## config.mk

```make
export PLATFORM = sky130hd
export DESIGN_NAME = bitserial_sort_cell
export DESIGN_NICKNAME = d
export VERILOG_FILES = /design/src/rtl/sort_cell_pkg.sv /design/src/rtl/sort_cell_delay.sv /design/src/rtl/sort_cell_judge.sv /design/src/rtl/sort_cell_xbar.sv /design/src/rtl/bitserial_sort_cell.sv
export SDC_FILE = /design/constraint.sdc
export NUM_CORES = 1
export LEC_CHECK = 0
export ABC_AREA = 1
export BUFFER_PORTS_ARGS = -buffer_cell sky130_fd_sc_hd__buf_2
export CAP_MARGIN = 20
export CORE_MARGIN = 5
export CORE_UTILIZATION = 27
export CTS_CLUSTER_SIZE = 20
export DETAILED_ROUTE_END_ITERATION = 8
export GPL_TIMING_DRIVEN = 0
export HOLD_SLACK_MARGIN = 0.1
export SLEW_MARGIN = 25
export SYNTH_ARGS = -nofsm -noshare
export SYNTH_HDL_FRONTEND = slang
export SYNTH_SLANG_ARGS = --single-unit
```

## constraint.sdc

```tcl
create_clock -name clk -period 1.65 [get_ports clk]
set_input_delay 0.33 -clock clk [delete_from_list [all_inputs] [get_ports clk]]
set_output_delay 0.33 -clock clk [all_outputs]
set_load 0.01 [all_outputs]
```

## src/rtl/sort_cell_pkg.sv

```systemverilog
`timescale 1ns/1ps
package sort_cell_pkg;

    // Crossbar setting: straight keeps sides on their own lanes.
    typedef enum logic {
        XBAR_STRAIGHT = 1'b0,
        XBAR_SWAPPED  = 1'b1
    } xbar_e;

    // One serial bit on each of the two lanes.
    typedef struct packed {
        logic lane_a;
        logic lane_b;
    } lane_pair_t;

    // Running verdict of a comparison window.
    typedef struct packed {
        logic settled;   // a differing position has been seen
        logic a_wins;    // side A holds the larger key
    } verdict_t;

    // Crossbar setting for a settled verdict.
    // Ascending: the larger key goes up, so swap when B wins.
    // Descending: the larger key goes down, so swap when A wins.
    function automatic xbar_e xbar_for(input logic a_wins, input logic descend);
        return (a_wins ^ ~descend) ? XBAR_SWAPPED : XBAR_STRAIGHT;
    endfunction

endpackage

```

## src/rtl/sort_cell_delay.sv

```systemverilog
`timescale 1ns/1ps
module sort_cell_delay #(
    parameter int DEPTH = 4
) (
    input  logic clk,
    input  logic rst,
    input  logic din,
    output logic dout
);
    logic [DEPTH-1:0] stage;

    generate
        if (DEPTH == 1) begin : g_single
            always_ff @(posedge clk) begin
                if (rst) stage <= '0;
                else     stage <= din;
            end
        end else begin : g_chain
            always_ff @(posedge clk) begin
                if (rst) stage <= '0;
                else     stage <= {stage[DEPTH-2:0], din};
            end
        end
    endgenerate

    assign dout = stage[DEPTH-1];

endmodule

```

## src/rtl/sort_cell_judge.sv

```systemverilog
`timescale 1ns/1ps
module sort_cell_judge
    import sort_cell_pkg::*;
#(
    parameter int   KEY_W   = 4,
    parameter logic DESCEND = 1'b0
) (
    input  logic  clk,
    input  logic  rst,
    input  logic  init_a,
    input  logic  init_b,
    input  logic  occ_a,
    input  logic  occ_b,
    input  lane_pair_t live,
    output xbar_e xbar,
    output logic  win_end
);
    localparam int IDX_W = (KEY_W > 1) ? $clog2(KEY_W) : 1;
    localparam logic [IDX_W-1:0] LAST_IDX = IDX_W'(KEY_W - 1);
    localparam logic [IDX_W-1:0] ONE_IDX  = IDX_W'(1);

    // Start bookkeeping
    logic pend_a, pend_b;
    logic occ_hold_a, occ_hold_b;
    logic arm;
    logic occ_now_a, occ_now_b;

    // Window state
    logic             active;
    logic [IDX_W-1:0] idx;
    logic             void_a_q, void_b_q;
    verdict_t         vq;

    // Per-cycle view
    logic             in_win;
    logic [IDX_W-1:0] pos;
    logic             void_a, void_b;
    verdict_t         v_base, v_next;
    logic             void_split, both_void, hit, hit_a_wins;

    always_comb begin
        arm       = (pend_a | init_a) & (pend_b | init_b);
        occ_now_a = init_a ? occ_a : occ_hold_a;
        occ_now_b = init_b ? occ_b : occ_hold_b;
        in_win    = arm | active;
        pos       = arm ? '0 : idx;
        win_end   = in_win && (pos == LAST_IDX);

        void_a    = arm ? ~occ_now_a : void_a_q;
        void_b    = arm ? ~occ_now_b : void_b_q;
        v_base    = arm ? verdict_t'(2'b00) : vq;

        void_split = void_a ^ void_b;
        both_void  = void_a & void_b;
        hit        = in_win && !v_base.settled &&
                     (void_split || (!both_void && (live.lane_a ^ live.lane_b)));
        hit_a_wins = void_split ? void_a : live.lane_a;

        v_next.settled = v_base.settled | hit;
        v_next.a_wins  = hit ? hit_a_wins : v_base.a_wins;
    end

    always_ff @(posedge clk) begin
        if (rst) begin
            pend_a     <= 1'b0;
            pend_b     <= 1'b0;
            occ_hold_a <= 1'b0;
            occ_hold_b <= 1'b0;
            active     <= 1'b0;
            idx        <= '0;
            void_a_q   <= 1'b0;
            void_b_q   <= 1'b0;
            vq         <= '0;
            xbar       <= XBAR_STRAIGHT;
        end else begin
            pend_a <= arm ? 1'b0 : (pend_a | init_a);
            pend_b <= arm ? 1'b0 : (pend_b | init_b);
            if (init_a) occ_hold_a <= occ_a;
            if (init_b) occ_hold_b <= occ_b;

            active <= in_win && !win_end;
            if (arm)         idx <= ONE_IDX;
            else if (active) idx <= idx + ONE_IDX;

            if (arm) begin
                void_a_q <= ~occ_now_a;
                void_b_q <= ~occ_now_b;
            end
            if (in_win) vq <= v_next;

            if (win_end)
                xbar <= v_next.settled ? xbar_for(v_next.a_wins, DESCEND)
                                       : XBAR_STRAIGHT;
        end
    end

    // Once a window has a verdict, later bits cannot alter it.
    assert_verdict_sticky_R4: assert property (@(posedge clk) disable iff (rst)
        (vq.settled && !arm) |=> (vq.settled && $stable(vq.a_wins)));

    // Unsettled window ends straight.
    assert_tie_straight_R5: assert property (@(posedge clk) disable iff (rst)
        (win_end && !v_next.settled) |=> (xbar == XBAR_STRAIGHT));

    // A lopsided occupancy settles on the first window cycle.
    assert_void_first_R6: assert property (@(posedge clk) disable iff (rst)
        (arm && (occ_now_a != occ_now_b)) |=> vq.settled);

    // A lone strobe opens no window.
    assert_lone_start_R7: assert property (@(posedge clk) disable iff (rst)
        (init_a && !init_b && !pend_b && !active) |=> !active);

    // A finished window closes unless re-armed.
    assert_window_close_R7: assert property (@(posedge clk) disable iff (rst)
        (active && !arm && win_end) |=> !active);

    // Setting only moves at a window end.
    assert_xbar_hold_R8: assert property (@(posedge clk) disable iff (rst)
        !win_end |=> $stable(xbar));

endmodule

```

## src/rtl/sort_cell_xbar.sv

```systemverilog
`timescale 1ns/1ps
module sort_cell_xbar
    import sort_cell_pkg::*;
(
    input  lane_pair_t held,
    input  xbar_e      setting,
    output logic       up,
    output logic       dn
);
    always_comb begin
        if (setting == XBAR_SWAPPED) begin
            up = held.lane_b;
            dn = held.lane_a;
        end else begin
            up = held.lane_a;
            dn = held.lane_b;
        end
    end
endmodule

```

## src/rtl/bitserial_sort_cell.sv

```systemverilog
`timescale 1ns/1ps
module bitserial_sort_cell
    import sort_cell_pkg::*;
#(
    parameter int   ADDR_W  = 4,
    parameter logic DESCEND = 1'b0
) (
    input  logic clk,
    input  logic rst,
    input  logic init_a,
    input  logic init_b,
    input  logic occ_a,
    input  logic occ_b,
    input  logic din_a,
    input  logic din_b,
    output logic dout_up,
    output logic dout_dn
);
    lane_pair_t live, held;
    xbar_e      setting;
    logic       win_end;

    assign live.lane_a = din_a;
    assign live.lane_b = din_b;

    sort_cell_delay #(.DEPTH(ADDR_W)) u_dly_a (
        .clk(clk), .rst(rst), .din(din_a), .dout(held.lane_a)
    );
    sort_cell_delay #(.DEPTH(ADDR_W)) u_dly_b (
        .clk(clk), .rst(rst), .din(din_b), .dout(held.lane_b)
    );

    sort_cell_judge #(.KEY_W(ADDR_W), .DESCEND(DESCEND)) u_judge (
        .clk(clk), .rst(rst),
        .init_a(init_a), .init_b(init_b),
        .occ_a(occ_a), .occ_b(occ_b),
        .live(live), .xbar(setting), .win_end(win_end)
    );

    sort_cell_xbar u_xbar (
        .held(held), .setting(setting), .up(dout_up), .dn(dout_dn)
    );

    // Crossbar neither creates nor loses bits.
    assert_bits_conserved_R1: assert property (@(posedge clk) disable iff (rst)
        $countones({dout_up, dout_dn}) == $countones({held.lane_a, held.lane_b}));

endmodule

```

* Word-level counts from Yosys, hierarchy flattened
Index checks and enable logic that the tools add are counted.
** Storage, ports and cells
- Flip-flop bits (word level) :: 20
- Input port bits :: 8
** Cells by class
- Add/subtract/negate cells :: 1
- Equality and inequality tests :: 1
- Mux-type cells :: 14
- Bitwise operators :: 10
- Reductions and logical operators :: 11
** Operators with widths (number)
- $mux 1 :: 12
- $logic_and 1x1->1 :: 5
- $mux 2 :: 2
- $or 1x1->1 :: 4
- $logic_not 1->1 :: 3
- $add 2x1->2 const B :: 1
- $and 1x1->1 :: 2
- $eq 2x2->1 const B :: 1
- $not 1->1 :: 2
- $reduce_bool 2->1 :: 1
- $reduce_or 2->1 :: 1
- $xor 1x1->1 :: 2
- $logic_or 1x1->1 :: 1

* Logic depth before layout (Yosys ltp)
- Depth after elaboration :: 11
- Gate-level depth with buffers :: 15

* By module
A second synthesis with hierarchy kept.
** Second synthesis, totals
- Cells, all modules :: 109
- Area total of the unflattened synthesis :: 854.6 µm²
** By module, submodules not included
- sort_cell_judge :: instances 1, cells each 78, area an instance 608.1 µm²
- sort_cell_delay :: instances 2, cells each 12, area an instance 110.1 µm²
- sort_cell_xbar :: instances 1, cells each 7, area an instance 26.3 µm²

* Least setup slack after synthesis
OpenSTA, ideal clock, no wires.
- Path type :: input to register
- From :: input init_a
- To :: register u_judge.xbar
- Library setup time :: 66 ps
- Arrival time :: 1710 ps
- Required time :: 1584 ps
- Path slack :: -126 ps
- Cell stages on the path :: 13
- Path buffers :: 0
- Cells stage by stage :: nor2_1 -> nor2_4 -> or2_1 -> o21ai_0 -> inv_1 -> ha_1 -> inv_1 -> nand2_1 -> nand2_1 -> inv_1 -> nand2_2 -> nand3_2 -> a21oi_2
** Between the ends
- Word-level cells in the longest chain between the ends :: 11
- Elaborated cells between the ends (all ways) :: 24
- Classes of those cells :: 1 x eq/ne; 9 x mux; 7 x bitwise; 7 x reduce/logical
** RTL lines
- from (decl) :: line bitserial_sort_cell.sv:10 : input logic init_a,
- $or 1x1->1 * :: line sort_cell_judge.sv:42 : arm = (pend_a | init_a) & (pend_b | init_b);
- $and 1x1->1 * :: line sort_cell_judge.sv:42
- $mux 1 * :: line sort_cell_judge.sv:50 : void_b = arm ? ~occ_now_b : void_b_q;
- named net u_judge.void_b :: line sort_cell_judge.sv:37 : logic void_a, void_b;
- $and 1x1->1 :: line sort_cell_judge.sv:54 : both_void = void_a & void_b;
- $logic_not 1->1 :: line sort_cell_judge.sv:56 : (void_split || (!both_void && (live.lane_a ^ live.lane_b)));
- $logic_and 1x1->1 :: line sort_cell_judge.sv:56
- $logic_or 1x1->1 :: line sort_cell_judge.sv:56
- $logic_and 1x1->1 :: line sort_cell_judge.sv:55 : hit = in_win && !v_base.settled &&
- $mux 1 :: line sort_cell_judge.sv:60 : v_next.a_wins = hit ? hit_a_wins : v_base.a_wins;
- $mux 1 :: line sort_cell_pkg.sv:26 : return (a_wins ^ ~descend) ? XBAR_SWAPPED : XBAR_STRAIGHT;
- $mux 1 * :: line sort_cell_judge.sv:92 : xbar <= v_next.settled ? xbar_for(v_next.a_wins, DESCEND)
- to (signal assigned) :: line sort_cell_judge.sv:92
- to (decl) :: line sort_cell_judge.sv:15 : output xbar_e xbar,
The timed path passes the listed nets; every way through them passes the cells marked *.
A chain may end at the register's enable or synchronous reset.

* Worst setup path in the final report
- From :: register u_judge.pend_a
- To :: register u_judge.xbar
** Between the ends
- Word-level cells in the longest chain between the ends :: 11
- Elaborated cells between the ends (all ways) :: 22
- Classes of those cells :: 1 x eq/ne; 8 x mux; 6 x bitwise; 7 x reduce/logical
** RTL lines
- from (decl) :: line sort_cell_judge.sv:23 : logic pend_a, pend_b;
- from (signal assigned) :: line sort_cell_judge.sv:76 : pend_a <= arm ? 1'b0 : (pend_a | init_a);
- $or 1x1->1 * :: line sort_cell_judge.sv:42
- $and 1x1->1 * :: line sort_cell_judge.sv:42
- $mux 1 * :: line sort_cell_judge.sv:50
- named net u_judge.void_b :: line sort_cell_judge.sv:37
- $and 1x1->1 :: line sort_cell_judge.sv:54
- $logic_not 1->1 :: line sort_cell_judge.sv:56
- $logic_and 1x1->1 :: line sort_cell_judge.sv:56
- $logic_or 1x1->1 :: line sort_cell_judge.sv:56
- $logic_and 1x1->1 :: line sort_cell_judge.sv:55
- $mux 1 :: line sort_cell_judge.sv:60
- $mux 1 :: line sort_cell_pkg.sv:26
- $mux 1 * :: line sort_cell_judge.sv:92
Marked as above.

==> results.txt <==
- Area of combinational cells with multiple inputs: 417 µm²
- Count of port buffers added during placement: 8
* Fraction of final layout cells sized beyond drive strength 1: 0.387
- Setup violations remaining at the end of the flow were counted as 1.
- For this block, the initial DRC count from the detailed router was 3.
- In this run the static leakage power is 0.481 nW.
- Final hold analysis gives a worst-case slack of approximately 270 ps.
- After layout, the minimum clock period comes to 1670 ps.
- Xor/xnor share of the synthesized area: 0.0101
- Each instance of the synthesized netlist takes up on average 7.87 µm².
- After legalization and detailed placement, the total HPWL measured 1050 µm.
- The area fraction in compound gates after synthesis came to 0.0882.
- Across the whole layout, storage elements account for 403 µm².
* Number of antenna diodes: 0
- Initial antenna violation count: 0
* Global Route Usage Sum: 0.0734
* Critical Path, Cell by Cell: inv_1 > nand2_4 > nand2_8 > o21ai_2 > inv_2 > ha_4 > inv_2 > nand2_2 > nand2_2 > a21oi_2 > nand3_2 > a21oi_2
* Average wire per cell in the routed design: 8.00 µm
- Endpoint arrival time on the critical path: 1890 ps
- Relative to the synthesized area, the layout overhead comes to 23.0%.
* Post-Synth Adder-Cell Area: 0.0145
* Number of global-route vias before repair: 617
- Before CTS, the worst setup slack after placement is -270 ps.
- The layer flagged by global routing as most heavily used is met2.
- STA classifies the critical path endpoint as a flip-flop.
- Worst-case vdd ir drop: 0.460 mV
* Simple-gate area share of the yosys netlist: 0.299
- Nature of the critical path startpoint: flip-flop
- For this run, design rule violations remaining after detail routing come to 0.
* Violated checks: setup timing
- Count of endpoints failing hold in the final timing report: 0
* Power per unit of standard cell area: around 960 nW/µm²
- Count of max-cap constraint violations: 0
- In this run the core area contains 20 standard-cell rows.
- Vertical die dimension: 66.6 µm
- Based on the critical path, the design can be clocked at up to 0.601 GHz.
* CTS root buffer: clkbuf_4
- The first global-routing pass estimated between 2000 and 2500 µm of wire.
- Buffer levels on the longest clock path: 2
* Met1 usage: 0.0855
* Io pins: 10
* Vias post-DR: 645
* Wire length after detailed routing: between 1000 and 1500 µm
- R2r worst-path depth: 12
- Of the post-synthesis cell area, the part taken by muxes is 0.0116.
- Summed over all layers, the global routing overflow is 0.
- Setup repair after global routing could not meet its margin everywhere.
- Worst path depth: 12
- Once detail routing completed, the nets flagged for antenna violations numbered 0.
- In this run, distinct cell masters in the synthesized netlist total 22.
* Initial core utilization: 0.284
* Dominant combinational cell family by area after synthesis: simple AND/OR/NAND/NOR gates
- After synthesis the cells add up to 866 µm².
- From left edge to right edge, the die measures 66.6 µm.
- Largest net degree at the start of global routing: 12
* Die ar.: 4440 µm²
- After filler insertion, the fill cell instance count of the layout stands at 333.
* Result of the run: finished with violations
- Clock tree from TritonCTS: built
* Worst skew pair latency: ~290 ps
- Counting every instance in the synthesized netlist gives 110.
- Via count normalized by instance count: roughly 3.8
- Maximum clock skew at final layout: about 7.7 ps
- Sink count of the clock tree: 20
* Worst Path Required: between 1500 and 2000 ps
- Class of the most critical hold timing path: primary input to flip-flop
- The setup path with the least slack is of type flip-flop to flip-flop.
- Cell count of the worst hold path: 3
* Nets@finish: 134
* Post-route fraction of the period consumed by the critical path: 1.01
* Clock transition time at the flip-flop clock pins of the worst setup and hold paths: between 100 and 150 ps
* Met3 Usage GRT: 0.0118
- Biggest cell delay along the critical path: roughly 370 ps
- GR met2 Demand/Resource: 0.120
- The slowest stage of the critical path is the dfxtp_2 cell.
- The kind of cell with the highest combined delay along the critical path is compound AO/OA/AOI/OAI gates.
* Post-synthesis sequential area ratio: 0.462
- Worst-path maximum fanout: 9
* Count of buffering cells on the critical path with inverters included: 3
- In this run the number of H-tree levels came out at 1.
- Routability congestion estimate: 0.749
* Final Max Slew Viols: 0
- The total area inside the core boundary comes to just over 3000 µm².
- Synthesized flop and latch total: 20
- Net count of the mapped netlist: 119
- During synthesis, Yosys emitted a total of 0 warnings.
- In this run the tightest slew margin relative to its limit is 0.737.
- TritonCTS Buffers: 3
* Iteration count of the initial detailed-routing pass: 3
- Across all setup checks in the final design, the least slack found is -15.3 ps.
* Actual transition at the worst max-transition pin: 395 ps
## layer usage
| metal | vias to the layer above | part of all wire |
|---|---|---|
| met5 | - | 0 |
| met4 | 0 | 0.021 |
| met3 | 2 | 0.025 |
| met2 | 6 | 0.48 |
| met1 | 278 | 0.47 |
| li1 | 359 | - |
## power by group
group	switching (mW)	internal, mW
logic	0.127	0.0925
clock network	0.135	0.134
registers	0.0171	0.515
total	0.279	0.742
## worst register-to-register path, cell delays in order, from the launching register on
cell     delay (ps)
dfxtp_2         370
inv_1            70
nand2_4         100
nand2_8          80
o21ai_2         180
inv_2            60
ha_4            260
inv_2            30
nand2_2          80
nand2_2          60
a21oi_2         130
nand3_2          70
a21oi_2         100
## synthesized netlist by cell type (all sizes together)
master / number / share of area
nand2: 25 / 0.17
inv: 24 / 0.10
dfxtp: 20 / 0.46
nor2: 17 / 0.082
a21oi: 9 / 0.061
nand3: 4 / 0.035
o21ai: 4 / 0.027
buf: 2 / 0.010
ha: 1 / 0.014
mux2i: 1 / 0.012
nor4: 1 / 0.0072
or2: 1 / 0.0072
xnor2: 1 / 0.010
## layout by cell type (no fill, tap or decap), types with 3 or more instances in the layout
cell	n
a21oi_1	6
a21oi_2	3
buf_2	9
clkbuf_4	3
dfxtp_1	18
inv_1	17
inv_2	7
nand2_1	14
nand2_2	7
nand2_4	3
nand3_2	4
nor2_1	14
nor2_4	3
## repair_timing
action                                  4_1_cts  5_1_grt
gates resized for setup                       5        7
endpoints found under the setup margin        2        2
hold buffers                                  0        0
buffers inserted                              0        2
pin swaps                                     0        3
## area by class of cell
class                      instances  area share
inverter                          24      0.0846
timing repair buffer              10      0.0517
buffer                             2     0.00823
clock buffer                       4      0.0341
tap                               44      0.0517
sequential                        20       0.378
multi-input combinational         64       0.391
## final timing paths
| path | startpoint | to | slack [ps] |
|---|---|---|---|
| worst max-delay path | u_judge.pend_a | u_judge.xbar | -20 |
| worst min-delay path | din_b | u_dly_b.stage[0] | 270 |
| worst max register to register | u_judge.pend_a | u_judge.xbar | -20 |
| worst min register to register | u_dly_a.stage[0] | u_dly_a.stage[1] | 410 |
## through the flow
step / setup TNS, ps / cell area, µm² / instances / util / total power [mW]
after global routing: -179 / 1060 / 168 / 0.349 / 1.08
final: -15.3 / 1060 / 168 / 0.349 / 1.02
after global placement: -504 / 988 / 162 / 0.324 / 0.724
after detailed placement: -575 / 988 / 162 / 0.324 / 0.733
after floorplan: 0 / 893 / 110 / - / 0.693
after CTS: -41.0 / 1030 / 166 / 0.339 / 1.01
## flip-flops by register name, summed over array words and instances (netlist names), named ones only
signal,flops
u_dly_a.stage,4
u_dly_b.stage,4
u_judge.active,1
u_judge.idx,2
u_judge.occ_hold_b,1
u_judge.pend_a,1
u_judge.pend_b,1
u_judge.void_a_q,1
u_judge.void_b_q,1
u_judge.vq,2
u_judge.xbar,1
## cell families after synthesis
kind of cell	after synthesis
flops	20
xor+xnor	1
fa+ha+maj	1
compound gates	13
simple gates	48
buf+inv	26
mux	1
Note: power is estimated with default switching activity, not from simulation.
